$ cat config.mk
export PLATFORM = sky130hd
export DESIGN_NAME = pgdma_engine
export DESIGN_NICKNAME = d
export VERILOG_FILES = /design/src/rtl/pgdma_pkg.sv /design/src/rtl/pgdma_pagebuf.sv /design/src/rtl/pgdma_flash_side.sv /design/src/rtl/pgdma_mem_side.sv /design/src/rtl/pgdma_regs.sv /design/src/rtl/pgdma_engine.sv
export SDC_FILE = /design/constraint.sdc
export NUM_CORES = 2
export LEC_CHECK = 0
export BUFFER_PORTS_ARGS = -buffer_cell sky130_fd_sc_hd__buf_2
export CAP_MARGIN = 40
export CORE_ASPECT_RATIO = 0.8
export CORE_MARGIN = 5
export CORE_UTILIZATION = 55
export CTS_CLUSTER_SIZE = 16
export DETAILED_ROUTE_END_ITERATION = 10
export GPL_ROUTABILITY_DRIVEN = 0
export GPL_TIMING_DRIVEN = 0
export HOLD_SLACK_MARGIN = 0.02
export PLACE_DENSITY = 0.72
export SYNTH_ARGS = -nofsm -noshare
export SYNTH_HDL_FRONTEND = slang
export SYNTH_SLANG_ARGS = --single-unit
$ cat constraint.sdc
create_clock -name clk -period 4.9 [get_ports clk]
set_input_delay 0.98 -clock clk [delete_from_list [all_inputs] [get_ports clk]]
set_output_delay 0.98 -clock clk [all_outputs]
set_load 0.01 [all_outputs]
$ cat src/rtl/pgdma_pkg.sv
package pgdma_pkg;
  typedef enum logic [1:0] {
    RA_SET  = 2'd0,
    RA_ADDR = 2'd1,
    RA_IEN  = 2'd2,
    RA_STAT = 2'd3
  } reg_addr_e;

  localparam int SB_DIR = 0;
  localparam int SB_INT = 1;
  localparam int SB_MEM = 2;

  localparam int ST_INT = 0;
  localparam int ST_MEM = 1;
  localparam int ST_ERR = 2;

  typedef enum logic [1:0] {F_IDLE, F_FILL, F_FETCH, F_SEND} fl_st_e;
  typedef enum logic [1:0] {M_IDLE, M_FETCH, M_REQ} mem_st_e;
endpackage

$ cat src/rtl/pgdma_pagebuf.sv
module pgdma_pagebuf #(
  parameter int WORDS = 128,
  parameter int DW    = 32,
  localparam int WAW  = $clog2(WORDS),
  localparam int NB   = DW / 8
) (
  input  logic           clk,
  input  logic [WAW-1:0] addr,
  input  logic [NB-1:0]  be,
  input  logic [DW-1:0]  wdata,
  output logic [DW-1:0]  rdata
);
  logic [DW-1:0] store [WORDS];

  always_ff @(posedge clk) begin
    for (int b = 0; b < NB; b++) begin
      if (be[b]) store[addr][8*b +: 8] <= wdata[8*b +: 8];
    end
    rdata <= store[addr];
  end
endmodule

$ cat src/rtl/pgdma_flash_side.sv
module pgdma_flash_side
  import pgdma_pkg::*;
#(
  parameter int PAGE_BYTES = 512,
  localparam int BW  = $clog2(PAGE_BYTES),
  localparam int WAW = BW - 2
) (
  input  logic           clk,
  input  logic           rst,
  input  logic           start,
  input  logic           dir_rd,
  input  logic           abort,
  input  logic           fl_in_valid,
  input  logic [7:0]     fl_in_data,
  output logic           fl_in_ready,
  output logic           fl_out_valid,
  output logic [7:0]     fl_out_data,
  input  logic           fl_out_ready,
  input  logic [31:0]    ram_rdata,
  output logic [WAW-1:0] ram_addr,
  output logic [3:0]     ram_be,
  output logic [31:0]    ram_wdata,
  output logic           busy,
  output logic           fin
);
  localparam logic [BW-1:0] LAST = BW'(PAGE_BYTES - 1);

  fl_st_e        st;
  logic [BW-1:0] cnt;

  always_ff @(posedge clk) begin
    if (rst) begin
      st  <= F_IDLE;
      cnt <= '0;
      fin <= 1'b0;
    end else begin
      fin <= 1'b0;
      if (abort) begin
        st <= F_IDLE;
      end else begin
        case (st)
          F_IDLE: if (start) begin
            cnt <= '0;
            st  <= dir_rd ? F_FILL : F_FETCH;
          end
          F_FILL: if (fl_in_valid) begin
            if (cnt == LAST) begin
              st  <= F_IDLE;
              fin <= 1'b1;
            end else begin
              cnt <= cnt + 1'b1;
            end
          end
          F_FETCH: st <= F_SEND;
          F_SEND: if (fl_out_ready) begin
            if (cnt == LAST) begin
              st  <= F_IDLE;
              fin <= 1'b1;
            end else begin
              cnt <= cnt + 1'b1;
              st  <= F_FETCH;
            end
          end
          default: st <= F_IDLE;
        endcase
      end
    end
  end

  assign fl_in_ready  = (st == F_FILL);
  assign fl_out_valid = (st == F_SEND);
  assign fl_out_data  = ram_rdata[{cnt[1:0], 3'b000} +: 8];
  assign ram_addr     = cnt[BW-1:2];
  assign ram_be       = (st == F_FILL && fl_in_valid) ? (4'b0001 << cnt[1:0]) : 4'b0000;
  assign ram_wdata    = {4{fl_in_data}};
  assign busy         = (st != F_IDLE);

  AST_FL_OUT_HOLD: assert property (@(posedge clk) disable iff (rst)
    fl_out_valid && !fl_out_ready && !abort |=> fl_out_valid && $stable(fl_out_data));
  AST_FL_NO_MIX: assert property (@(posedge clk) disable iff (rst)
    !(fl_in_ready && fl_out_valid));
endmodule

$ cat src/rtl/pgdma_mem_side.sv
module pgdma_mem_side
  import pgdma_pkg::*;
#(
  parameter int WORDS = 128,
  parameter int AW    = 32,
  localparam int WAW  = $clog2(WORDS)
) (
  input  logic           clk,
  input  logic           rst,
  input  logic           start,
  input  logic           dir_rd,
  input  logic           abort,
  input  logic [AW-1:0]  base,
  output logic           mem_req,
  output logic           mem_we,
  output logic [AW-1:0]  mem_addr,
  output logic [31:0]    mem_wdata,
  input  logic           mem_ack,
  input  logic           mem_err,
  input  logic [31:0]    mem_rdata,
  input  logic [31:0]    ram_rdata,
  output logic [WAW-1:0] ram_addr,
  output logic [3:0]     ram_be,
  output logic [31:0]    ram_wdata,
  output logic           busy,
  output logic           fin,
  output logic           err_evt
);
  localparam logic [WAW-1:0] LAST = WAW'(WORDS - 1);

  mem_st_e        st;
  logic [WAW-1:0] idx;
  logic [AW-1:0]  base_q;
  logic           we_q;

  always_ff @(posedge clk) begin
    if (rst) begin
      st      <= M_IDLE;
      idx     <= '0;
      base_q  <= '0;
      we_q    <= 1'b0;
      fin     <= 1'b0;
      err_evt <= 1'b0;
    end else begin
      fin     <= 1'b0;
      err_evt <= 1'b0;
      if (abort) begin
        st <= M_IDLE;
      end else begin
        case (st)
          M_IDLE: if (start) begin
            idx    <= '0;
            base_q <= base & ~AW'(3);
            we_q   <= dir_rd;
            st     <= M_FETCH;
          end
          M_FETCH: st <= M_REQ;
          M_REQ: begin
            if (mem_err) begin
              st      <= M_IDLE;
              err_evt <= 1'b1;
            end else if (mem_ack) begin
              if (idx == LAST) begin
                st  <= M_IDLE;
                fin <= 1'b1;
              end else begin
                idx <= idx + 1'b1;
                st  <= M_FETCH;
              end
            end
          end
          default: st <= M_IDLE;
        endcase
      end
    end
  end

  assign mem_req   = (st == M_REQ);
  assign mem_we    = we_q;
  assign mem_addr  = base_q + (AW'(idx) << 2);
  assign mem_wdata = ram_rdata;
  assign ram_addr  = idx;
  assign ram_be    = (st == M_REQ && mem_ack && !mem_err && !we_q) ? 4'hF : 4'h0;
  assign ram_wdata = mem_rdata;
  assign busy      = (st != M_IDLE);

  AST_REQ_HOLD: assert property (@(posedge clk) disable iff (rst)
    mem_req && !mem_ack && !mem_err && !abort |=> mem_req && $stable(mem_addr) && $stable(mem_we));
  AST_ERR_DROPS_REQ: assert property (@(posedge clk) disable iff (rst)
    mem_req && mem_err |=> !mem_req);
endmodule

$ cat src/rtl/pgdma_regs.sv
module pgdma_regs
  import pgdma_pkg::*;
#(
  parameter int DW = 32
) (
  input  logic          clk,
  input  logic          rst,
  input  logic          reg_we,
  input  logic [1:0]    reg_addr,
  input  logic [DW-1:0] reg_wdata,
  output logic [DW-1:0] reg_rdata,
  input  logic          set_load,
  input  logic          clr_int,
  input  logic          clr_mem,
  input  logic [2:0]    st_set,
  output logic [2:0]    settings,
  output logic [DW-1:0] addr_q,
  output logic [2:0]    status,
  output logic          irq
);
  logic [2:0] ien;
  logic       wr_addr, wr_ien, wr_stat;

  assign wr_addr = reg_we && (reg_addr_e'(reg_addr) == RA_ADDR);
  assign wr_ien  = reg_we && (reg_addr_e'(reg_addr) == RA_IEN);
  assign wr_stat = reg_we && (reg_addr_e'(reg_addr) == RA_STAT);

  always_ff @(posedge clk) begin
    if (rst) begin
      settings  <= '0;
      addr_q    <= '0;
      ien       <= '0;
      status    <= '0;
      irq       <= 1'b0;
      reg_rdata <= '0;
    end else begin
      if (set_load) settings <= reg_wdata[2:0];
      else settings <= settings & ~{clr_mem, clr_int, 1'b0};
      if (wr_addr) addr_q <= reg_wdata;
      if (wr_ien)  ien    <= reg_wdata[2:0];
      status <= (status & ~(wr_stat ? reg_wdata[2:0] : 3'b000)) | st_set;
      irq    <= |(status & ien);
      case (reg_addr_e'(reg_addr))
        RA_SET:  reg_rdata <= {{(DW-3){1'b0}}, settings};
        RA_ADDR: reg_rdata <= addr_q;
        RA_IEN:  reg_rdata <= {{(DW-3){1'b0}}, ien};
        default: reg_rdata <= {{(DW-3){1'b0}}, status};
      endcase
    end
  end

  AST_IRQ_MASKED: assert property (@(posedge clk) disable iff (rst)
    (ien == 3'b000) |=> !irq);
  AST_SEL_EXCL: assert property (@(posedge clk) disable iff (rst)
    !(settings[SB_INT] && settings[SB_MEM]));
endmodule

$ cat src/rtl/pgdma_engine.sv
module pgdma_engine
  import pgdma_pkg::*;
#(
  parameter int PAGE_BYTES = 512,
  parameter int AW         = 32
) (
  input  logic          clk,
  input  logic          rst,
  input  logic          reg_we,
  input  logic [1:0]    reg_addr,
  input  logic [31:0]   reg_wdata,
  output logic [31:0]   reg_rdata,
  output logic          irq,
  output logic          done,
  output logic          mem_req,
  output logic          mem_we,
  output logic [AW-1:0] mem_addr,
  output logic [31:0]   mem_wdata,
  input  logic          mem_ack,
  input  logic          mem_err,
  input  logic [31:0]   mem_rdata,
  input  logic          fl_in_valid,
  input  logic [7:0]    fl_in_data,
  output logic          fl_in_ready,
  output logic          fl_out_valid,
  output logic [7:0]    fl_out_data,
  input  logic          fl_out_ready
);
  localparam int DW    = 32;
  localparam int WORDS = PAGE_BYTES / (DW / 8);
  localparam int WAW   = $clog2(WORDS);

  logic [2:0]     settings, status;
  logic [DW-1:0]  addr_q;
  logic           stage;
  logic           fl_busy, fl_fin, mb_busy, mb_fin, mb_err;
  logic           wr_set, idle, exp_int, one_sel, no_sel;
  logic           good_start, bad_start, abort, fl_start, mb_start;
  logic [WAW-1:0] fl_ram_addr, mb_ram_addr, ram_addr;
  logic [3:0]     fl_ram_be, mb_ram_be, ram_be;
  logic [31:0]    fl_ram_wdata, mb_ram_wdata, ram_wdata, ram_rdata;

  assign wr_set     = reg_we && (reg_addr_e'(reg_addr) == RA_SET);
  assign idle       = !fl_busy && !mb_busy && !fl_fin && !mb_fin && !mb_err;
  assign exp_int    = (stage == 1'b0) == reg_wdata[SB_DIR];
  assign one_sel    = reg_wdata[SB_INT] ^ reg_wdata[SB_MEM];
  assign no_sel     = !reg_wdata[SB_INT] && !reg_wdata[SB_MEM];
  assign good_start = wr_set && idle && one_sel && (reg_wdata[SB_INT] == exp_int);
  assign bad_start  = wr_set && !no_sel && !good_start;
  assign abort      = wr_set && no_sel;
  assign fl_start   = good_start && reg_wdata[SB_INT];
  assign mb_start   = good_start && reg_wdata[SB_MEM];

  always_ff @(posedge clk) begin
    if (rst) begin
      stage <= 1'b0;
      done  <= 1'b0;
    end else begin
      done <= (fl_fin || mb_fin) && stage && !abort;
      if (abort || mb_err)       stage <= 1'b0;
      else if (fl_fin || mb_fin) stage <= ~stage;
    end
  end

  pgdma_regs #(.DW(DW)) u_regs (
    .clk(clk), .rst(rst), .reg_we(reg_we), .reg_addr(reg_addr),
    .reg_wdata(reg_wdata), .reg_rdata(reg_rdata),
    .set_load(good_start || abort), .clr_int(fl_fin), .clr_mem(mb_fin || mb_err),
    .st_set({bad_start || mb_err, mb_fin, fl_fin}),
    .settings(settings), .addr_q(addr_q), .status(status), .irq(irq)
  );

  pgdma_flash_side #(.PAGE_BYTES(PAGE_BYTES)) u_fl (
    .clk(clk), .rst(rst), .start(fl_start), .dir_rd(reg_wdata[SB_DIR]), .abort(abort),
    .fl_in_valid(fl_in_valid), .fl_in_data(fl_in_data), .fl_in_ready(fl_in_ready),
    .fl_out_valid(fl_out_valid), .fl_out_data(fl_out_data), .fl_out_ready(fl_out_ready),
    .ram_rdata(ram_rdata), .ram_addr(fl_ram_addr), .ram_be(fl_ram_be),
    .ram_wdata(fl_ram_wdata), .busy(fl_busy), .fin(fl_fin)
  );

  pgdma_mem_side #(.WORDS(WORDS), .AW(AW)) u_mb (
    .clk(clk), .rst(rst), .start(mb_start), .dir_rd(reg_wdata[SB_DIR]), .abort(abort),
    .base(addr_q[AW-1:0]), .mem_req(mem_req), .mem_we(mem_we), .mem_addr(mem_addr),
    .mem_wdata(mem_wdata), .mem_ack(mem_ack), .mem_err(mem_err), .mem_rdata(mem_rdata),
    .ram_rdata(ram_rdata), .ram_addr(mb_ram_addr), .ram_be(mb_ram_be),
    .ram_wdata(mb_ram_wdata), .busy(mb_busy), .fin(mb_fin), .err_evt(mb_err)
  );

  assign ram_addr  = fl_busy ? fl_ram_addr  : mb_ram_addr;
  assign ram_be    = fl_busy ? fl_ram_be    : mb_ram_be;
  assign ram_wdata = fl_busy ? fl_ram_wdata : mb_ram_wdata;

  pgdma_pagebuf #(.WORDS(WORDS), .DW(DW)) u_buf (
    .clk(clk), .addr(ram_addr), .be(ram_be), .wdata(ram_wdata), .rdata(ram_rdata)
  );

  AST_ONE_PHASE: assert property (@(posedge clk) disable iff (rst)
    !(fl_busy && mb_busy));
  AST_FIN_CLEARS_SEL: assert property (@(posedge clk) disable iff (rst)
    fl_fin && !abort |=> !settings[SB_INT]);
  AST_FILL_IS_READ: assert property (@(posedge clk) disable iff (rst)
    fl_in_ready |-> settings[SB_DIR]);
  AST_ERR_NO_DONE: assert property (@(posedge clk) disable iff (rst)
    mb_err |=> !done);
  AST_DONE_PULSE: assert property (@(posedge clk) disable iff (rst)
    done |=> !done);
  AST_ERR_FLAGGED: assert property (@(posedge clk) disable iff (rst)
    mb_err |=> status[ST_ERR]);
endmodule

Word level (Yosys, flattened, before mapping)
Memories as Yosys holds them, arrays and structs flattened. A register that Yosys moved wholly into a read port is not among the register bits.
Index checks and enable logic that the tools add are counted.
{"block": "classes", "muxes": 44, "shift": 2, "add_sub_neg": 3, "n_reduce_logical": 57, "n_eq_ne": 21, "mul": 0, "order_cmp": 0, "n_div": 0, "n_bitwise": 11}
{"op": "$pmux 32 s3", "count": 1}
{"op": "$mux 9", "count": 4}
{"op": "$mux 7", "count": 5}
{"op": "$add 32x9->32", "count": 1}
{"op": "$mux 32", "count": 1}
{"op": "$shiftx 32x6->8", "count": 1}
{"op": "$pmux 9 s3", "count": 1}
{"op": "$logic_and 1x1->1", "count": 23}
{"op": "$mux 2", "count": 9}
{"op": "$mux 1", "count": 14}
{"op": "$pmux 7 s2", "count": 1}
{"op": "$logic_not 1->1", "count": 12}
{"op": "$mux 4", "count": 3}
{"op": "$eq 2x2->1 const B", "count": 5}
{"op": "$ne 2x2->1 const B", "count": 5}
{"op": "$add 9x1->9 const B", "count": 1}
{"op": "$and 3x3->3", "count": 3}
{"op": "$eq 9x9->1 const B", "count": 1}
{"op": "$pmux 2 s4", "count": 1}
{"op": "$add 7x1->7 const B", "count": 1}
{"op": "$eq 7x7->1 const B", "count": 1}
{"op": "$eq 2x1->1 const B", "count": 3}
{"op": "$logic_not 2->1", "count": 3}
{"op": "$mux 3", "count": 2}
{"op": "21 further kinds", "count": 36}
{"block": "totals", "mem_bits_ro": 0, "latchBits": 0, "memories": 1, "wordCells": 156, "input_bits": 81, "reg_bits": 130, "ramBits": 4096, "out_inout_bits": 110}
{"memory": "u_buf.store", "words": 128, "width": 32, "rd": 1, "rd_ports_with_merged_regs": 1, "write_ports": 1, "line_no": "pgdma_pagebuf.sv:13", "source": "logic [DW-1:0] store [WORDS];"}

Longest topological paths before layout
{"block": "depth", "ltp_word": 13, "depth_mapped": 12, "depth_no_buf": 9}

By module
A second synthesis with hierarchy kept.
{"block": "unflattened", "hier_cells": 10421, "area_unflattened_um2": 167486.9}
{"mod": "pgdma_pagebuf", "area_per_inst_um2": 159897.1, "seq_area_each_um2": 123638.6, "cells_per_inst": 9595, "n_inst": 1}
{"mod": "pgdma_mem_side", "area_per_inst_um2": 2825.2, "seq_area_each_um2": 840.8, "cells_per_inst": 370, "n_inst": 1}
{"mod": "pgdma_regs", "area_per_inst_um2": 2795.2, "seq_area_each_um2": 1481.4, "cells_per_inst": 249, "n_inst": 1}
{"mod": "pgdma_flash_side", "area_per_inst_um2": 1270.0, "seq_area_each_um2": 240.2, "cells_per_inst": 139, "n_inst": 1}
{"mod": "pgdma_engine", "area_per_inst_um2": 699.4, "seq_area_each_um2": 40.0, "cells_per_inst": 68, "n_inst": 1}

Worst setup path after synthesis
OpenSTA, ideal clock, no wires.
{"block": "synth_path", "path_kind": "register to register", "start": "reg u_fl.st[1]", "end": "mem u_buf.store[0][10], data pin", "t_required_ns": 4.390, "n_path_buf": 5, "period_less_slack_ns": 3.516, "setup_time_ns": 0.510, "path_slack_ns": 1.384, "path_stages_with_launch": 9, "arrival_time_ns": 3.005, "path_cell_list": "dfxtp_1 > buf_6 > nor2_4 > buf_6 > buf_2 > clkbuf_1 > buf_1 > nand2_1 > nand2_1"}
{"block": "synth_between", "elab_chain_cells": 2}
{"element": "from (decl)", "line_no": "pgdma_flash_side.sv:28", "source": "fl_st_e st;"}
{"element": "from (signal assigned)", "line_no": "pgdma_flash_side.sv:44", "source": "st <= dir_rd ? F_FILL : F_FETCH;"}
{"element": "$reduce_bool 2->1", "line_no": "pgdma_flash_side.sv:76", "source": "assign busy = (st != F_IDLE);"}
{"element": "$mux 32", "line_no": "pgdma_engine.sv:91", "source": "assign ram_wdata = fl_busy ? fl_ram_wdata : mb_ram_wdata;"}
{"element": "named net ram_wdata[10]", "line_no": "pgdma_engine.sv:41", "source": "logic [31:0] fl_ram_wdata, mb_ram_wdata, ram_wdata, ram_rdata;"}
{"element": "to (decl)", "line_no": "pgdma_pagebuf.sv:13"}
The timed path passes the listed nets, and every way through them passes these cells.

Worst setup path after layout
{"block": "layout_path", "start": "reg u_fl.st[0]", "end": "reg u_buf.rdata[28], read port of u_buf.store"}
{"block": "layout_between", "elab_chain_cells": 2}
{"element": "$reduce_bool 2->1", "line_no": "pgdma_flash_side.sv:76"}
{"element": "$mux 7", "line_no": "pgdma_engine.sv:89", "source": "assign ram_addr = fl_busy ? fl_ram_addr : mb_ram_addr;"}
{"element": "to (decl)", "line_no": "pgdma_pagebuf.sv:11", "source": "output logic [DW-1:0] rdata"}
No other way between the ends.
A chain may end at the register's enable or synchronous reset.

==> flow_summary.toml <==
[global_routing]
antenna_found_initial = 85
grt_pass1_wl_microns = 707100
grt_usage = 0.3221
grt_pass1_vias = 94620
grt_overflow = 0
grt_max_degree = 79

[power]
switching_share = 0.2652
p_sw_uw = 22770
peakVddDrop_uv = 631.7
clock_power_share = 0.353
combPwrFrac = 0.135
total_power_uw = 85840
p_leak_uw = 0.07296
sequentialPowerShare = 0.512
pwr_density_cell_nw_per_um2 = 454.9
p_int_uw = 63070

[outcome]
run_status = "finished, violations left"
violations = "setup timing"

[synth]
synth_common_cells = "4096 x edfxtp_1, 2056 x mux2i_1, 1024 x o22ai_1"
syn_inst = 9855
synth-edff-count = 4096
syn_area_sq_um = 166000
async_reset_ff_frac = 0
yosysWarnings = 0
ys.flop_type = "edfxtp_1"
ys_types = 54
yosysMostFrequentCell = "edfxtp_1"
synth_top_cell_area_share = 0.7408
ys_ff_latch = 4258
yosysTopAreaCell = "edfxtp_1"
synth_area_leaders = "edfxtp_1 74%, mux2i_1 12%, o22ai_1 3.9%"
synth_area_per_cell_sq_um = 16.85
yosysSeqAreaShare = 0.7603

[clock_network]
tritoncts = "done"
cts_root_buf = "clkbuf_16"
clock-sinks = 4258
clkLatencyLatePin_ns = 0.97
clock_path_buffers = 4
htree_levels = 5
cts.reportedPaths.clkPinSlew_ns = 0.07
cts_setup_buffers = 0
cts_buffers = 396

[sta]
setup_tns_ns = -2.444
setup_slack_ns = -0.2604
setup_viol = 43
period_share = 1.053
tightest_slew_ns = 1.153
fmax_mhz = 193.8
slew_headroom = 0.2214
finalHoldViolCount = 0
period_minus_slack_ns = 5.160
fin_skew_ns = 0.06992
slew_violations = 0

[worst_setup_path]
crit_required_ns = 5.63
crit_type = "reg2reg"
cp.arrival_ns = 5.89
reg2regPathDepth = 12
worstPathMaxFanout = 10
cp-end-kind = "flop"
critPathLaunch = "u_fl.st[0]$_SDFFE_PP0P_"
critPathLaunchType = "flop"
r2r_start = "u_fl.st[0]$_SDFFE_PP0P_"

[final_layout]
syn_to_final_growth_pct = 13.66
seq_area_sq_um = 126200
n_fill_cell = 20730
final_core_util = 0.6277
multi_input_area_sq_um = 37110
nNetsFinal = 10790
fin_area_sq_um = 188700
drive_gt1_frac = 0.1376

[drt]
drc = 0
antenna_left = 0
firstDrtPassIters = 7
avgRoutedWirePerCell_microns = 34.38
drt_iter0_drc = 16910
drt-total-wl_microns = 517300
viasPerCell = 6.663
vias = 100300

[worst_hold_path]
min_path_type = "in2reg"
whs_path_depth = 3
hold_path_startpoint = "reg_wdata[30]"

[job]
drv_cap = 0

[die]
die_width_microns = 624.3
pin_count = 191
start_util = 0.5522
coreArea_sq_um = 300700
dieArea_sq_um = 313000
rows = 180
die_y_microns = 501.4

[placed_design]
dp_hpwl_microns = 372200
placed_cell_area_sq_um = 175400
io_buffers = 185
==> flip-flops by register name, summed over array words and instances (netlist names), 2 cells and up <==
signal            cells
u_mb.ram_addr         7
u_fl.cnt              9
u_buf.rdata          32
u_regs.addr_q        32
u_regs.ien            3
u_mb.st               2
u_regs.settings       3
u_regs.status         3
u_regs.reg_rdata     32
u_mb.base_q          30
u_buf.store        4096
u_fl.st               2
==> cells by family (layout without fill, tap and decap cells) <==
kind of cell    count (synthesis)  in the layout  synth area share
mux                          2067           2067            0.1254
buf+inv                       672           1810           0.01975
flops                        4258           4258            0.7603
compound gates               1778           1778           0.06494
simple gates                 1023           1023           0.02619
other cells                     1             52        0.00002259
fa+ha+maj                      15             15          0.001176
xor+xnor                       41             41          0.002163
==> critical path: stages, from the launching register on <==
cell     delay, ns
dfxtp_1       0.30
buf_4         0.16
or2_1         0.20
buf_2         0.19
a31oi_2       0.41
buf_6         0.24
buf_2         0.49
buf_4         0.33
buf_2         0.38
o22ai_1       0.12
o21ai_0       0.68
a41oi_1       0.68
or4_1         0.79
==> worst paths after layout <==
path | end | slack (ns)
worst min register to register | u_regs.addr_q[1]$_SDFFE_PP0P_ | 0.47
worst max-delay path | u_buf.rdata[28]$_DFF_P_ | -0.26
worst max register to register | u_buf.rdata[28]$_DFF_P_ | -0.26
worst min-delay path | u_regs.addr_q[30]$_SDFFE_PP0P_ | 0.31
==> cells in the final DEF, fill, tap and decap left out, drive strengths merged, types with 5 or more instances in the layout <==
cell type / instances
nor2b: 5
and2: 39
bufinv: 33
ha: 14
clkinvlp: 13
nand4: 10
buf: 821
nand3: 21
nor3: 17
o21ai: 517
nand2b: 13
a31oi: 9
nor4: 7
a21oi: 78
nor3b: 9
clkbuf: 767
nand2: 286
dfxtp: 162
mux2i: 2056
a21o: 6
a41oi: 128
nor2: 548
mux4: 11
nand3b: 7
clkinv: 156
inv: 20
o22ai: 1024
xnor2: 30
diode: 50
and3: 18
edfxtp: 4096
xor2: 11
o21bai: 5
or4: 32
==> power groups by stage <==
stage	sequential [uW]	combinational [uW]	clock (uW)
floorplan	45200	3890	0
global placement	46500	9130	0
detailed placement	44700	10800	0
CTS	43900	10800	30300
global route	43900	11600	31900
finish	43900	11600	30300
==> layout make-up <==
class | instances | area share
Antenna cell | 50 | 0.0006630
Buffer | 656 | 0.01741
Clock buffer | 496 | 0.05610
Clock inverter | 206 | 0.01055
Inverter | 16 | 0.0003182
Multi-Input combinational cell | 4926 | 0.1966
Sequential cell | 4258 | 0.6690
Tap cell | 4004 | 0.02655
Timing Repair Buffer | 436 | 0.02283
==> layer usage <==
metal | vias to the layer above | share of wire | track usage
met5 | - | 0.00084 | 0
met4 | 44 | 0.061 | 0.1603
met2 | 7767 | 0.43 | 0.4622
li1 | 40790 | - | -
met3 | 1332 | 0.16 | 0.1272
met1 | 50330 | 0.36 | 0.4296
==> repair_timing <==
action                     4_1_cts  5_1_grt
hold buffers                     0        0
gates cloned                     0        0
pin swaps                        0        0
setup endpoints to repair      885      635
resized for setup               80       73
==> per-stage QoR <==
stage / std cells / setup slack, ns / hold slack [ns]
CTS: 14960 / 0.002560 / 0.2667
floorplan: 9856 / 1.384 / 0.4331
finish: 15050 / -0.2604 / 0.3073
global placement: 14050 / -2.540 / 0.4502
detailed placement: 14260 / -0.6469 / 0.4528
global route: 15010 / -0.04597 / 0.2957
Note: power is estimated with default switching activity, not from simulation.
